[src/rtl/rmii_cap_pkg.sv]
package rmii_cap_pkg;

  typedef enum logic [2:0] {
    CAP_IDLE,
    CAP_PREAMBLE,
    CAP_DELIM,
    CAP_ALIGN,
    CAP_RECV
  } cap_state_e;

  localparam int unsigned DIBITS_PER_BYTE = 4;

endpackage

[src/rtl/rmii_cap_sync.sv]
module rmii_cap_sync #(
  parameter int unsigned STAGES = 2,
  parameter int unsigned WIDTH  = 3
) (
  input  logic             clk,
  input  logic             rst,
  input  logic [WIDTH-1:0] din,
  output logic [WIDTH-1:0] dout
);

  if (STAGES == 0) begin : g_bypass
    assign dout = din;
  end else begin : g_chain
    logic [WIDTH-1:0] stage_q [STAGES];
    for (genvar i = 0; i < STAGES; i++) begin : g_stage
      if (i == 0) begin : g_head
        always_ff @(posedge clk) begin
          if (rst) stage_q[i] <= '0;
          else     stage_q[i] <= din;
        end
      end else begin : g_tail
        always_ff @(posedge clk) begin
          if (rst) stage_q[i] <= '0;
          else     stage_q[i] <= stage_q[i-1];
        end
      end
    end
    assign dout = stage_q[STAGES-1];
  end

endmodule

[src/rtl/rmii_cap_frame.sv]
module rmii_cap_frame
  import rmii_cap_pkg::*;
#(
  parameter int unsigned ALIGN_TICKS = 2
) (
  input  logic       clk,
  input  logic       rst,
  input  logic       smp_en,
  input  logic       dv,
  input  logic [1:0] rxd,
  output logic       dibit_stb,
  output logic [1:0] dibit,
  output logic       end_stb
);

  localparam int unsigned SKIP_W = (ALIGN_TICKS < 2) ? 1 : $clog2(ALIGN_TICKS + 1);
  localparam logic [SKIP_W-1:0] SKIP_LOAD = SKIP_W'(ALIGN_TICKS);
  localparam logic [SKIP_W-1:0] SKIP_LAST = SKIP_W'(1);

  cap_state_e        state;
  logic [SKIP_W-1:0] skip_cnt;
  logic              take_next;

  always_ff @(posedge clk) begin
    if (rst) begin
      state     <= CAP_IDLE;
      skip_cnt  <= '0;
      take_next <= 1'b0;
      dibit_stb <= 1'b0;
      dibit     <= 2'b00;
      end_stb   <= 1'b0;
    end else begin
      dibit_stb <= 1'b0;
      end_stb   <= 1'b0;
      if (smp_en) begin
        unique case (state)
          CAP_IDLE: begin
            if (dv) state <= CAP_PREAMBLE;
          end
          CAP_PREAMBLE: begin
            if (!dv)         state <= CAP_IDLE;
            else if (rxd[0]) state <= CAP_DELIM;
          end
          CAP_DELIM: begin
            if (!dv) begin
              state <= CAP_IDLE;
            end else if (rxd[1]) begin
              skip_cnt <= SKIP_LOAD;
              state    <= CAP_ALIGN;
            end
          end
          CAP_ALIGN: begin
            skip_cnt <= skip_cnt - SKIP_LAST;
            if (skip_cnt <= SKIP_LAST) begin
              state     <= CAP_RECV;
              take_next <= 1'b1;
            end
          end
          CAP_RECV: begin
            take_next <= ~take_next;
            if (take_next) begin
              if (dv) begin
                dibit_stb <= 1'b1;
                dibit     <= rxd;
              end else begin
                end_stb   <= 1'b1;
                take_next <= 1'b0;
                state     <= CAP_IDLE;
              end
            end
          end
          default: state <= CAP_IDLE;
        endcase
      end
    end
  end

  AST_DIBIT_SPACING: assert property (@(posedge clk) disable iff (rst)
    dibit_stb |=> !dibit_stb);

  AST_END_NOT_NEXT_CAPTURE: assert property (@(posedge clk) disable iff (rst)
    end_stb |=> !dibit_stb);

endmodule

[src/rtl/rmii_cap_pack.sv]
module rmii_cap_pack
  import rmii_cap_pkg::*;
#(
  parameter int unsigned MIN_LEN = 64,
  parameter int unsigned MAX_LEN = 1522
) (
  input  logic       clk,
  input  logic       rst,
  input  logic       dibit_stb,
  input  logic [1:0] dibit,
  input  logic       end_stb,
  output logic       out_valid,
  output logic [7:0] out_data,
  output logic       out_first,
  output logic       out_last,
  output logic       out_err_len,
  output logic       out_err_align,
  output logic       frame_end
);

  localparam int unsigned LEN_W = $clog2(MAX_LEN + 2);
  localparam logic [LEN_W-1:0] LEN_MIN = LEN_W'(MIN_LEN);
  localparam logic [LEN_W-1:0] LEN_MAX = LEN_W'(MAX_LEN);
  localparam logic [LEN_W-1:0] LEN_TOP = LEN_W'(MAX_LEN + 1);
  localparam logic [1:0] SLOT_LAST = 2'(DIBITS_PER_BYTE - 1);

  logic [7:0]       shift_q;
  logic [7:0]       shift_next;
  logic [1:0]       slot_q;
  logic [7:0]       held_data;
  logic             held_vld;
  logic             held_first;
  logic [LEN_W-1:0] len_cnt;
  logic             len_bad;

  assign shift_next = {dibit, shift_q[7:2]};
  assign len_bad    = (len_cnt < LEN_MIN) || (len_cnt > LEN_MAX);

  always_ff @(posedge clk) begin
    if (rst) begin
      shift_q       <= '0;
      slot_q        <= '0;
      held_data     <= '0;
      held_vld      <= 1'b0;
      held_first    <= 1'b0;
      len_cnt       <= '0;
      out_valid     <= 1'b0;
      out_data      <= '0;
      out_first     <= 1'b0;
      out_last      <= 1'b0;
      out_err_len   <= 1'b0;
      out_err_align <= 1'b0;
      frame_end     <= 1'b0;
    end else begin
      out_valid     <= 1'b0;
      out_first     <= 1'b0;
      out_last      <= 1'b0;
      out_err_len   <= 1'b0;
      out_err_align <= 1'b0;
      frame_end     <= end_stb;
      if (end_stb) begin
        if (held_vld) begin
          out_valid     <= 1'b1;
          out_data      <= held_data;
          out_first     <= held_first;
          out_last      <= 1'b1;
          out_err_len   <= len_bad;
          out_err_align <= (slot_q != 2'd0);
        end
        held_vld <= 1'b0;
        slot_q   <= '0;
        shift_q  <= '0;
        len_cnt  <= '0;
      end else if (dibit_stb) begin
        shift_q <= shift_next;
        slot_q  <= slot_q + 2'd1;
        if (slot_q == SLOT_LAST) begin
          if (held_vld) begin
            out_valid <= 1'b1;
            out_data  <= held_data;
            out_first <= held_first;
          end
          held_data  <= shift_next;
          held_vld   <= 1'b1;
          held_first <= (len_cnt == '0);
          if (len_cnt != LEN_TOP) len_cnt <= len_cnt + 1'b1;
        end
      end
    end
  end

  AST_LAST_NEEDS_VALID: assert property (@(posedge clk) disable iff (rst)
    out_last |-> out_valid);

  AST_ERR_ONLY_ON_LAST: assert property (@(posedge clk) disable iff (rst)
    (out_err_len || out_err_align) |-> out_last);

  AST_LAST_FOLLOWS_END: assert property (@(posedge clk) disable iff (rst)
    out_last |-> $past(end_stb));

  AST_END_SINGLE_CYCLE: assert property (@(posedge clk) disable iff (rst)
    frame_end |=> !frame_end);

endmodule

[src/rtl/rmii_rx_capture.sv]
module rmii_rx_capture
  import rmii_cap_pkg::*;
#(
  parameter int unsigned SYNC_STAGES = 2,
  parameter int unsigned ALIGN_TICKS = 2,
  parameter int unsigned MIN_LEN     = 64,
  parameter int unsigned MAX_LEN     = 1522
) (
  input  logic       clk,
  input  logic       rst,
  input  logic       smp_en,
  input  logic       crs_dv,
  input  logic [1:0] rxd,
  output logic       out_valid,
  output logic [7:0] out_data,
  output logic       out_first,
  output logic       out_last,
  output logic       out_err_len,
  output logic       out_err_align,
  output logic       frame_end
);

  logic [2:0] pins_s;
  logic       dibit_stb;
  logic [1:0] dibit;
  logic       end_stb;

  rmii_cap_sync #(
    .STAGES (SYNC_STAGES),
    .WIDTH  (3)
  ) u_sync (
    .clk  (clk),
    .rst  (rst),
    .din  ({crs_dv, rxd}),
    .dout (pins_s)
  );

  rmii_cap_frame #(
    .ALIGN_TICKS (ALIGN_TICKS)
  ) u_frame (
    .clk       (clk),
    .rst       (rst),
    .smp_en    (smp_en),
    .dv        (pins_s[2]),
    .rxd       (pins_s[1:0]),
    .dibit_stb (dibit_stb),
    .dibit     (dibit),
    .end_stb   (end_stb)
  );

  rmii_cap_pack #(
    .MIN_LEN (MIN_LEN),
    .MAX_LEN (MAX_LEN)
  ) u_pack (
    .clk           (clk),
    .rst           (rst),
    .dibit_stb     (dibit_stb),
    .dibit         (dibit),
    .end_stb       (end_stb),
    .out_valid     (out_valid),
    .out_data      (out_data),
    .out_first     (out_first),
    .out_last      (out_last),
    .out_err_len   (out_err_len),
    .out_err_align (out_err_align),
    .frame_end     (frame_end)
  );

endmodule

[config.mk]
export PLATFORM = sky130hd
export DESIGN_NAME = rmii_rx_capture
export DESIGN_NICKNAME = d
export VERILOG_FILES = /design/src/rtl/rmii_cap_pkg.sv /design/src/rtl/rmii_cap_sync.sv /design/src/rtl/rmii_cap_frame.sv /design/src/rtl/rmii_cap_pack.sv /design/src/rtl/rmii_rx_capture.sv
export SDC_FILE = /design/constraint.sdc
export NUM_CORES = 1
export LEC_CHECK = 0
export BUFFER_PORTS_ARGS = -buffer_cell sky130_fd_sc_hd__buf_4
export CORE_MARGIN = 1
export CORE_UTILIZATION = 52
export CTS_CLUSTER_SIZE = 28
export DETAILED_ROUTE_END_ITERATION = 10
export PLACE_DENSITY = 0.74
export SYNTH_ARGS = -nofsm -noshare
export SYNTH_HDL_FRONTEND = slang
export SYNTH_SLANG_ARGS = --single-unit
[constraint.sdc]
create_clock -name clk -period 1.4 [get_ports clk]
set_input_delay 0.07 -clock clk [delete_from_list [all_inputs] [get_ports clk]]
set_output_delay 0.07 -clock clk [all_outputs]
set_load 0.05 [all_outputs]
==> Word level (Yosys, flattened, before mapping) <==
Memory sizes are Yosys's and may differ from the RTL's.
Index checks and enable logic that the tools add are counted.
Widths: inputs -> output; s select.
{ "totals": {"regBits": 55, "ram_bits": 6, "n_memories": 1, "out_inout_bits": 14, "word_cells": 102} }
{ "op_classes": {"add_sub_neg": 3, "reduce_logical": 20, "order_cmp": 3, "bitwise_logic": 7, "mux": 35, "n_eq_ne": 14} }
{ "memory_table": {"columns": ["memory", "words", "width", "read_ports", "rd_clocked_by_memory_dff", "wr", "line_no", "rtl"], "rows": [
  ["u_sync.g_chain.stage_q", 2, 3, 2, 0, 2, "rmii_cap_sync.sv:14", "logic [WIDTH-1:0] stage_q [STAGES];"]
]} }
{ "op_table": {"columns": ["operator", "count"], "rows": [
  ["$mux 8", 4],
  ["$mux 3", 10],
  ["$mux 1", 16],
  ["$pmux 3 s5", 1],
  ["$add 11x1->11 const B", 1],
  ["$gt 11x11->1 const B", 1],
  ["$logic_not 11->1", 1],
  ["$lt 11x7->1 const B", 1],
  ["$ne 11x11->1 const B", 1],
  ["$reduce_bool 2->1", 5],
  ["$reduce_and 3->1", 3],
  ["$ne 2x2->1 const B", 4],
  ["$reduce_and 4->1", 2],
  ["$reduce_and 7->1", 1],
  ["$eq 3x2->1 const B", 2],
  ["$ne 3x3->1 const B", 2],
  ["$not 1->1", 5],
  ["$mux 2", 2],
  ["$ne 2x1->1 const B", 2],
  ["$pmux 2 s2", 1],
  ["$reduce_and 2->1", 2],
  ["$reduce_or 2->1", 2],
  ["$reduce_or 4->1", 1],
  ["$eq 3x1->1 const B", 1],
  ["10 further kinds", 11]
]} }

==> Longest topological paths before layout <==
Gate-level depths: netlist of run 1.
{ "logic_depth": {"word_depth": 4, "mapped_depth": 6, "ltp_nobuf": 6} }

==> Cells and area by module <==
From an unflattened synthesis of run 1, not the netlist that was laid out.
{ "unflattened": {"cells_unflattened": 258, "hier_area_um2": 2381.0} }
{ "modules_own_cells": {"columns": ["mod", "area_per_inst_um2", "seq_area_each_um2", "cells_per_inst", "n_inst"], "rows": [
  ["rmii_cap_pack", 1670.4, 860.8, 182, 1],
  ["rmii_cap_frame", 553.0, 200.2, 64, 1],
  ["rmii_cap_sync", 157.7, 120.1, 12, 1]
]} }

==> Least setup slack after synthesis of run 1 <==
OpenSTA, ideal clock, no wires.
{ "synth_path": {"kind": "reg2reg", "startpoint": "register u_pack.slot_q[0]", "endpoint": "register u_pack.out_data[0]", "synth_period_minus_slack_ns": 1.448, "n_path_buf": 1, "arrival_ns": 1.321, "path_slack_ns": -0.048, "path_stages_with_launch": 7, "required_time_ns": 1.272, "setup_ns": 0.128, "path_cell_list": "dfxtp_1 > ha_1 > and2_1 > o21ai_0 > buf_2 > mux2i_1 > nor2_1"} }
{ "synth_between": {"elab_chain_cells": 3} }
{ "synth_lines": {"columns": ["element", "line_no", "rtl"], "rows": [
  ["start: declaration", "rmii_cap_pack.sv:29", "logic [1:0] slot_q;"],
  ["start signal: assignment", "rmii_cap_pack.sv:76", "slot_q <= slot_q + 2'd1;"],
  ["$eq 2x2->1", "rmii_cap_pack.sv:77", "if (slot_q == SLOT_LAST) begin"],
  ["$reduce_bool 2->1 (no source line)", null, null],
  ["$reduce_and 2->1 (no source line)", null, null],
  ["end signal: assignment", "rmii_cap_pack.sv:64", "out_data <= held_data;"],
  ["end signal: assignment", "rmii_cap_pack.sv:80", "out_data <= held_data;"],
  ["end: declaration", "rmii_cap_pack.sv:13", "output logic [7:0] out_data,"]
]} }
Every way passes these cells.
A chain may end at the register's enable or synchronous reset.

==> Worst setup path in the final report of run 1 <==
{ "layout_path": {"startpoint": "register u_pack.slot_q[1]", "endpoint": "register u_pack.len_cnt[10]"} }
{ "layout_between": {"elab_chain_cells": 2} }
{ "layout_lines": {"columns": ["element", "line_no", "rtl"], "rows": [
  ["$eq 2x2->1", "rmii_cap_pack.sv:77", null],
  ["$reduce_and 3->1 (no source line)", null, null],
  ["end signal: assignment", "rmii_cap_pack.sv:86", "if (len_cnt != LEN_TOP) len_cnt <= len_cnt + 1'b1;"],
  ["end: declaration", "rmii_cap_pack.sv:33", "logic [LEN_W-1:0] len_cnt;"]
]} }
Every way passes these cells.

==> summary.txt, run 1 <==
Floorplan
  – Die Y: 70.2 um
  – IO Pins: 20
  – Core footprint: 4410 um^2
  – Die W: 70.2 um
  – Starting Density: 0.547
  – Cell row count: 24
  – Die area: 4920 um^2

Clocking
  – CTS Root Cell: clkbuf_8
  – Clk slew on worst S/H paths: 0.07 ns
  – Max Root-Sink Buffers: 2
  – Clock latency on the worst-skew pair: 0.34 ns
  – CTS buffer count: 9
  – H-tree depth: 3
  – Clock tree from TritonCTS: done
  – CTS sink count: 59

Power
  – Sw Share: 0.200
  – VDD IR-drop max: 633 uV
  – Internal Power: 2.83 mW
  – Sw Pwr: 707 uW
  – Flop pwr share: 0.479
  – Total power: 3.54 mW
  – Clock network fraction of total power: 0.493
  – Pwr/cell area: 1120 nW/um^2
  – Leak pwr: 1.32 nW
  – Combinational power share: 0.028

Critical path
  – Worst path arrival time: 1.64 ns
  – Critical-path cell list: ha_4 > and4_4 > nand2_4 > or3_4 > a21oi_2
  – CP delay by family, top: simple AND/OR/NAND/NOR gates
  – Worst Setup End Kind: register
  – CP Launch Type: register
  – WP buf/inv: 0
  – Kind of critical path: register to register
  – Slowest CP cell: or3_4
  – CP Max Fanout: 3
  – Worst path max stage delay: 0.37 ns
  – Req. time, crit path: 1.67 ns

Route
  – Initial DRT Pass Iterations: 4
  – Post-route ant nets: 0
  – WL met2: 2210 um
  – Highest metal used: met4
  – Starting DRT DRC Count: 102
  – Routed WL: 4750 um
  – Via Count: 1925
  – Drt wl/cell: 13.0 um
  – DRC Markers: 0
  – Metal-1 WL: 2260 um
  – Met3 Routed Length: 195 um
  – Drt via density: 5.27

Cells and area
  – Area delta synth->final: 30.1%
  – Layout cells sized above 1: 0.297
  – FF+latch area: 1190 um^2
  – Footprint of the multi-input gates: 1180 um^2
  – Final Util: 0.712
  – Final Non-Filler Cells: 365
  – Fillers: 320
  – Nets: 319
  – Antenna diodes: 0

Timing
  – Final period utilization: 0.977
  – Min Hold Slack: 0.0798 ns
  – Worst slew pin tran: 0.399 ns
  – Fin. Hold Viols: 0
  – Max_slew headroom: 0.732
  – Fmax: 731 MHz
  – Min Clock Period, post-route: 1.37 ns
  – Slew Limit Fails: 0
  – Worst clock skew: 0.0104 ns
  – Final setup fails: 0
  – RSZ-0062 raised after global routing: true

Flow run
  – Maxcap violations: 0

Global routing
  – Largest net degree at the start of global routing: 24
  – Gr usage total: 0.206
  – Vias in the first global route: 1768
  – GR Overflow Total: 0
  – Initial antenna violation count: 0
  – Global-route wire length before repair: 7770 um

Synthesis
  – Synth area leader: dfxtp_1
  – EDFF count, synth: 0
  – Syn Std Cell Area: 2420 um^2
  – Post-Syn Nets: 267
  – Mapped Cells: 256
  – Post-synthesis sequential area ratio: 0.489
  – Primary FF master, synth: dfxtp_1
  – #FFs+latches synth: 59
  – Asr flop ratio synth: 0
  – Yosys warns: 0
  – Share of the synthesized area in the top cell type: 0.489
  – Netlist cell types: 45
  – Syn_area_per_cell: 9.44 um^2
  – Synth area leaders: dfxtp_1 (49%), mux2i_1 (7.5%), nor2_1 (5.3%), a21oi_1 (3.7%), nand2_1 (3.1%)

Min path
  – Hold crit path type: primary input to register

Place
  – DP Cell Count: 343
  – DP HPWL: 3020 um
  – Placer congestion estimate: 0.858
  – Number of port buffers: 19

Outcome
  – Status: finished clean
==> sequential cells by signal, indices dropped and copies added (netlist names), 2 cells and up <==
signal,flops
u_frame.dibit,2
u_frame.skip_cnt,2
u_frame.state,3
u_pack.held_data,8
u_pack.len_cnt,11
u_pack.out_data,8
u_pack.shift_q,6
u_pack.slot_q,2
u_sync.g_chain.stage_q,6
==> cell usage in the layout (no fill, tap or decap), drive strengths merged, types with 3 or more instances in the layout <==
cell type | Yosys | routed
dfxtp | 59 | 59
buf | 8 | 52
nor2 | 35 | 35
nand2 | 21 | 21
mux2i | 18 | 18
a21oi | 18 | 18
clkbuf | 7 | 13
nor2b | 12 | 12
inv | 9 | 9
nand3 | 7 | 7
xor2 | 7 | 7
nand4 | 5 | 5
nand2b | 5 | 5
o21ai | 5 | 5
ha | 5 | 5
and2 | 4 | 4
dlygate4sd3 | 0 | 3
nor4b | 3 | 3
==> cells in the mapped netlist, types with 2 or more instances <==
library cell,count
mux2i_1,18
nand3b_1,2
nor2b_1,11
clkbuf_1,7
ha_1,5
nand2_1,20
nor4b_1,3
nand4_1,5
o21ai_0,5
a21oi_1,18
xor2_1,7
inv_1,9
xnor2_1,2
buf_2,2
nand2b_1,5
nand3_1,7
a41o_1,2
or3_1,2
buf_6,2
dfxtp_1,59
buf_4,3
and4_1,2
nor2_1,34
nor3_1,2
and2_1,4
==> through the flow <==
| step | worst slack [ns] | cell area (um^2) | TNS, ns |
|---|---|---|---|
| after global placement | 0.0255 | 2780 | 0 |
| after CTS | -0.000567 | 3050 | -0.000567 |
| final | 0.0327 | 3140 | 0 |
| after global routing | -0.0325 | 3140 | -0.0751 |
| after floorplan | 0.00695 | 2420 | 0 |
| after detailed placement | -0.0599 | 2780 | -0.242 |
==> power groups by stage <==
stage          Combinational, mW  Clock (mW)  Sequential [mW]
4_1_cts                   0.0964        1.77             1.70
2_1_floorplan             0.0639           0             1.73
3_5_place_dp              0.0881           0             1.73
5_1_grt                    0.109        1.85             1.69
6_report                   0.100        1.74             1.69
3_3_place_gp              0.0875           0             1.73
==> repair_timing <==
action                                  4_1_cts  5_1_grt
gates resized for setup                       7       23
pin swaps                                     0        7
hold endpoints to repair                      3        0
buffers inserted                              0        2
endpoints found under the setup margin       13       24
hold buffers                                  3        0
cloned                                        1        0
==> final cells by class <==
type,instances,share of cell area
multi-input combinational,173,0.376
clock buffer,12,0.0493
clock inverter,4,0.0231
inverter,9,0.0107
sequential,59,0.380
timing repair buffer,56,0.140
tap,52,0.0207
==> cells by family after synthesis <==
logic type	count (synthesis)	synth area share
buffers and inverters	24	0.0492
AND/OR/NAND/NOR	107	0.232
adder cells (fa/ha/maj)	5	0.0259
AO/OA/AOI/OAI	34	0.0968
flip-flops	59	0.489
multiplexers	18	0.0746
XOR/XNOR	9	0.0326
==> path summary, 6_finish.rpt <==
check	from	end	slack [ns]	depth (start not counted)
max	u_pack.slot_q[1]$_SDFFE_PP0P_	u_pack.len_cnt[10]$_SDFFE_PP0P_	0.03	5
min reg2reg	u_sync.g_chain.stage_q[0][2]$_SDFF_PP0_	u_sync.g_chain.stage_q[1][2]$_SDFF_PP0_	0.43	1
max reg2reg	u_pack.slot_q[1]$_SDFFE_PP0P_	u_pack.len_cnt[10]$_SDFFE_PP0P_	0.03	5
min	rst	u_frame.dibit[0]$_SDFFE_PP0P_	0.08	2
==> metal layers <==
layer | vias to the layer above | GRT usage
li1 | 973 | -
met3 | 8 | 0.0693
met2 | 45 | 0.319
met5 | - | 0
met1 | 899 | 0.247
met4 | 0 | 0.124
Power figures use the tool's default switching activity.
==> run 2: changes to the inputs <==
--- a/config.mk
+++ b/config.mk
@@ -6,11 +6,13 @@
 export NUM_CORES = 1
 export LEC_CHECK = 0
 export BUFFER_PORTS_ARGS = -buffer_cell sky130_fd_sc_hd__buf_4
+export CELL_PAD_IN_SITES_DETAIL_PLACEMENT = 0
+export CELL_PAD_IN_SITES_GLOBAL_PLACEMENT = 1
 export CORE_MARGIN = 1
-export CORE_UTILIZATION = 52
+export CORE_UTILIZATION = 41
 export CTS_CLUSTER_SIZE = 28
 export DETAILED_ROUTE_END_ITERATION = 10
-export PLACE_DENSITY = 0.74
+export PLACE_DENSITY_LB_ADDON = 0.1
 export SYNTH_ARGS = -nofsm -noshare
 export SYNTH_HDL_FRONTEND = slang
 export SYNTH_SLANG_ARGS = --single-unit
==> summary.txt, run 2 (same netlist as run 1, synthesis figures left out) <==
Critical path
  – Slowest CP cell: dfxtp_4
  – Worst R2R Path Depth: 5
  – Worst path max stage delay: 0.35 ns
  – CP Max Fanout: 4
  – FF-to-FF setup slack: 0.04 ns
  – CP delay by family, top: compound AO/OA/AOI/OAI gates
  – Critical-path cell list: buf_4 > nor2b_1 > o311ai_4 > a21oi_1 > a41o_1
  – WP depth: 5
  – WP buf/inv: 1
  – Kind of critical path: register to register
  – Worst Setup End Kind: register
  – Req. time, crit path: 1.63 ns
  – Worst path arrival time: 1.59 ns
  – CP Launch Type: register

Outcome
  – Status: finished clean

Floorplan
  – IO Pins: 20
  – Cell row count: 27
  – Die W: 78.8 um
  – Die area: 6200 um^2
  – Die Y: 78.8 um
  – Starting Density: 0.431
  – Core footprint: 5610 um^2

Power
  – Total power: 3.60 mW
  – Flop pwr share: 0.470
  – Combinational power share: 0.030
  – Sw Pwr: 755 uW
  – VDD IR-drop max: 688 uV
  – Clock network fraction of total power: 0.500
  – Sw Share: 0.210
  – Internal Power: 2.84 mW
  – Leak pwr: 1.36 nW
  – Pwr/cell area: 1110 nW/um^2

Global routing
  – Gr usage total: 0.174
  – Vias in the first global route: 1785
  – Largest net degree at the start of global routing: 21
  – GR Overflow Total: 0
  – Initial antenna violation count: 0
  – Global-route wire length before repair: 8070 um

Route
  – DRC Markers: 0
  – Initial DRT Pass Iterations: 4
  – Starting DRT DRC Count: 57
  – Drt via density: 4.85
  – Routed WL: 4760 um
  – Drt wl/cell: 12.2 um
  – Post-route ant nets: 0
  – Via Count: 1900

Timing
  – Min Clock Period, post-route: 1.36 ns
  – Fmax: 737 MHz
  – Final setup fails: 0
  – Fin worst setup slack: 0.0434 ns
  – Final period utilization: 0.969
  – Fin. Hold Viols: 0
  – Slew Limit Fails: 0
  – Worst slew pin tran: 0.402 ns
  – Worst clock skew: 0.00768 ns
  – Max_slew headroom: 0.732
  – RSZ-0062 raised after global routing: true

Clocking
  – Max Root-Sink Buffers: 2
  – CTS buffer count: 9
  – H-tree depth: 3
  – Clock tree from TritonCTS: done
  – Clk slew on worst S/H paths: 0.07 ns
  – CTS sink count: 59
  – CTS Root Cell: clkbuf_8
  – Clock latency on the worst-skew pair: 0.34 ns

Cells and area
  – Most flops, register: u_pack.len_cnt
  – Most frequent cells in the layout: buf_4 (55), dfxtp_1 (53), nor2_1 (34)
  – Biggest regs: u_pack.len_cnt (11), u_pack.held_data (8), u_pack.out_data (8)
  – Antenna diodes: 0
  – Final Non-Filler Cells: 392
  – Nets: 326
  – Most common cell after layout, fill and taps aside: buf_4
  – Layout cells sized above 1: 0.313
  – Max reg flops: 11
  – Fillers: 487
  – Area delta synth->final: 34.7%

Place
  – Number of port buffers: 19
  – DP Cell Count: 370
  – Placer congestion estimate: 0.800
  – DP HPWL: 3150 um
  – Setup WS pre-CTS: -0.0228 ns

Min path
  – WHS Path Cells: 2
  – Hold crit path type: primary input to register

Flow run
  – Maxcap violations: 0
run 2: cell types whose count changed in the layout (fill, tap and decap cells not counted), sizes merged:
cell	delta
clkbuf	-2
clkinv	+1
buf	+8
run 2: per-stage QoR:
step                hold WS [ns]  TNS (ns)  area (um^2)  utilization
floorplan                  0.198         0         2420            -
global placement           0.281   -0.0438         2880        0.513
detailed placement         0.284    -0.209         2880        0.513
CTS                      0.00130         0         3160        0.564
global route              0.0119   -0.0381         3260        0.581
finish                   0.00958         0         3260        0.581
run 2: cell type report:
class | instances | area (um^2) | area share
clock buffer | 11 | 151 | 0.0465
clock inverter | 5 | 85.1 | 0.0261
inverter | 9 | 33.8 | 0.0104
multi-input combinational | 173 | 1180 | 0.364
sequential | 59 | 1190 | 0.367
tap | 72 | 90.1 | 0.0277
timing repair buffer | 63 | 517 | 0.159
run 2: metal layers:
| metal | part of all wire | up-vias | track usage |
|---|---|---|---|
| li1 | - | 986 | - |
| met5 | 0 | - | 0 |
| met4 | 0.027 | 0 | 0.117 |
| met2 | 0.44 | 29 | 0.275 |
| met3 | 0.027 | 11 | 0.0414 |
| met1 | 0.50 | 874 | 0.211 |
run 2: worst paths after layout:
check / end / startpoint
worst max-delay path: u_frame.state[0]$_SDFFE_PP0P_ / u_sync.g_chain.stage_q[1][2]$_SDFF_PP0_
worst min-delay path: u_pack.held_data[1]$_SDFFE_PP0P_ / rst
worst max register to register: u_frame.state[0]$_SDFFE_PP0P_ / u_sync.g_chain.stage_q[1][2]$_SDFF_PP0_
worst min register to register: u_sync.g_chain.stage_q[1][1]$_SDFF_PP0_ / u_sync.g_chain.stage_q[0][1]$_SDFF_PP0_
run 2: power by group through the flow:
stage	logic (mW)	clock network, mW	registers (mW)
2_1_floorplan	0.0639	0	1.73
3_3_place_gp	0.100	0	1.73
3_5_place_dp	0.0997	0	1.73
4_1_cts	0.107	1.84	1.69
5_1_grt	0.119	1.92	1.69
6_report	0.109	1.80	1.69
run 2: timing repair:
| item | CTS | global route |
|---|---|---|
| hold buffers | 3 | 0 |
| pin swaps | 0 | 4 |
| endpoints found under the setup margin | 14 | 26 |
| gates resized for setup | 8 | 20 |
| hold endpoints to repair | 3 | 0 |
| gates cloned | 1 | 0 |
| setup buffers | 0 | 2 |
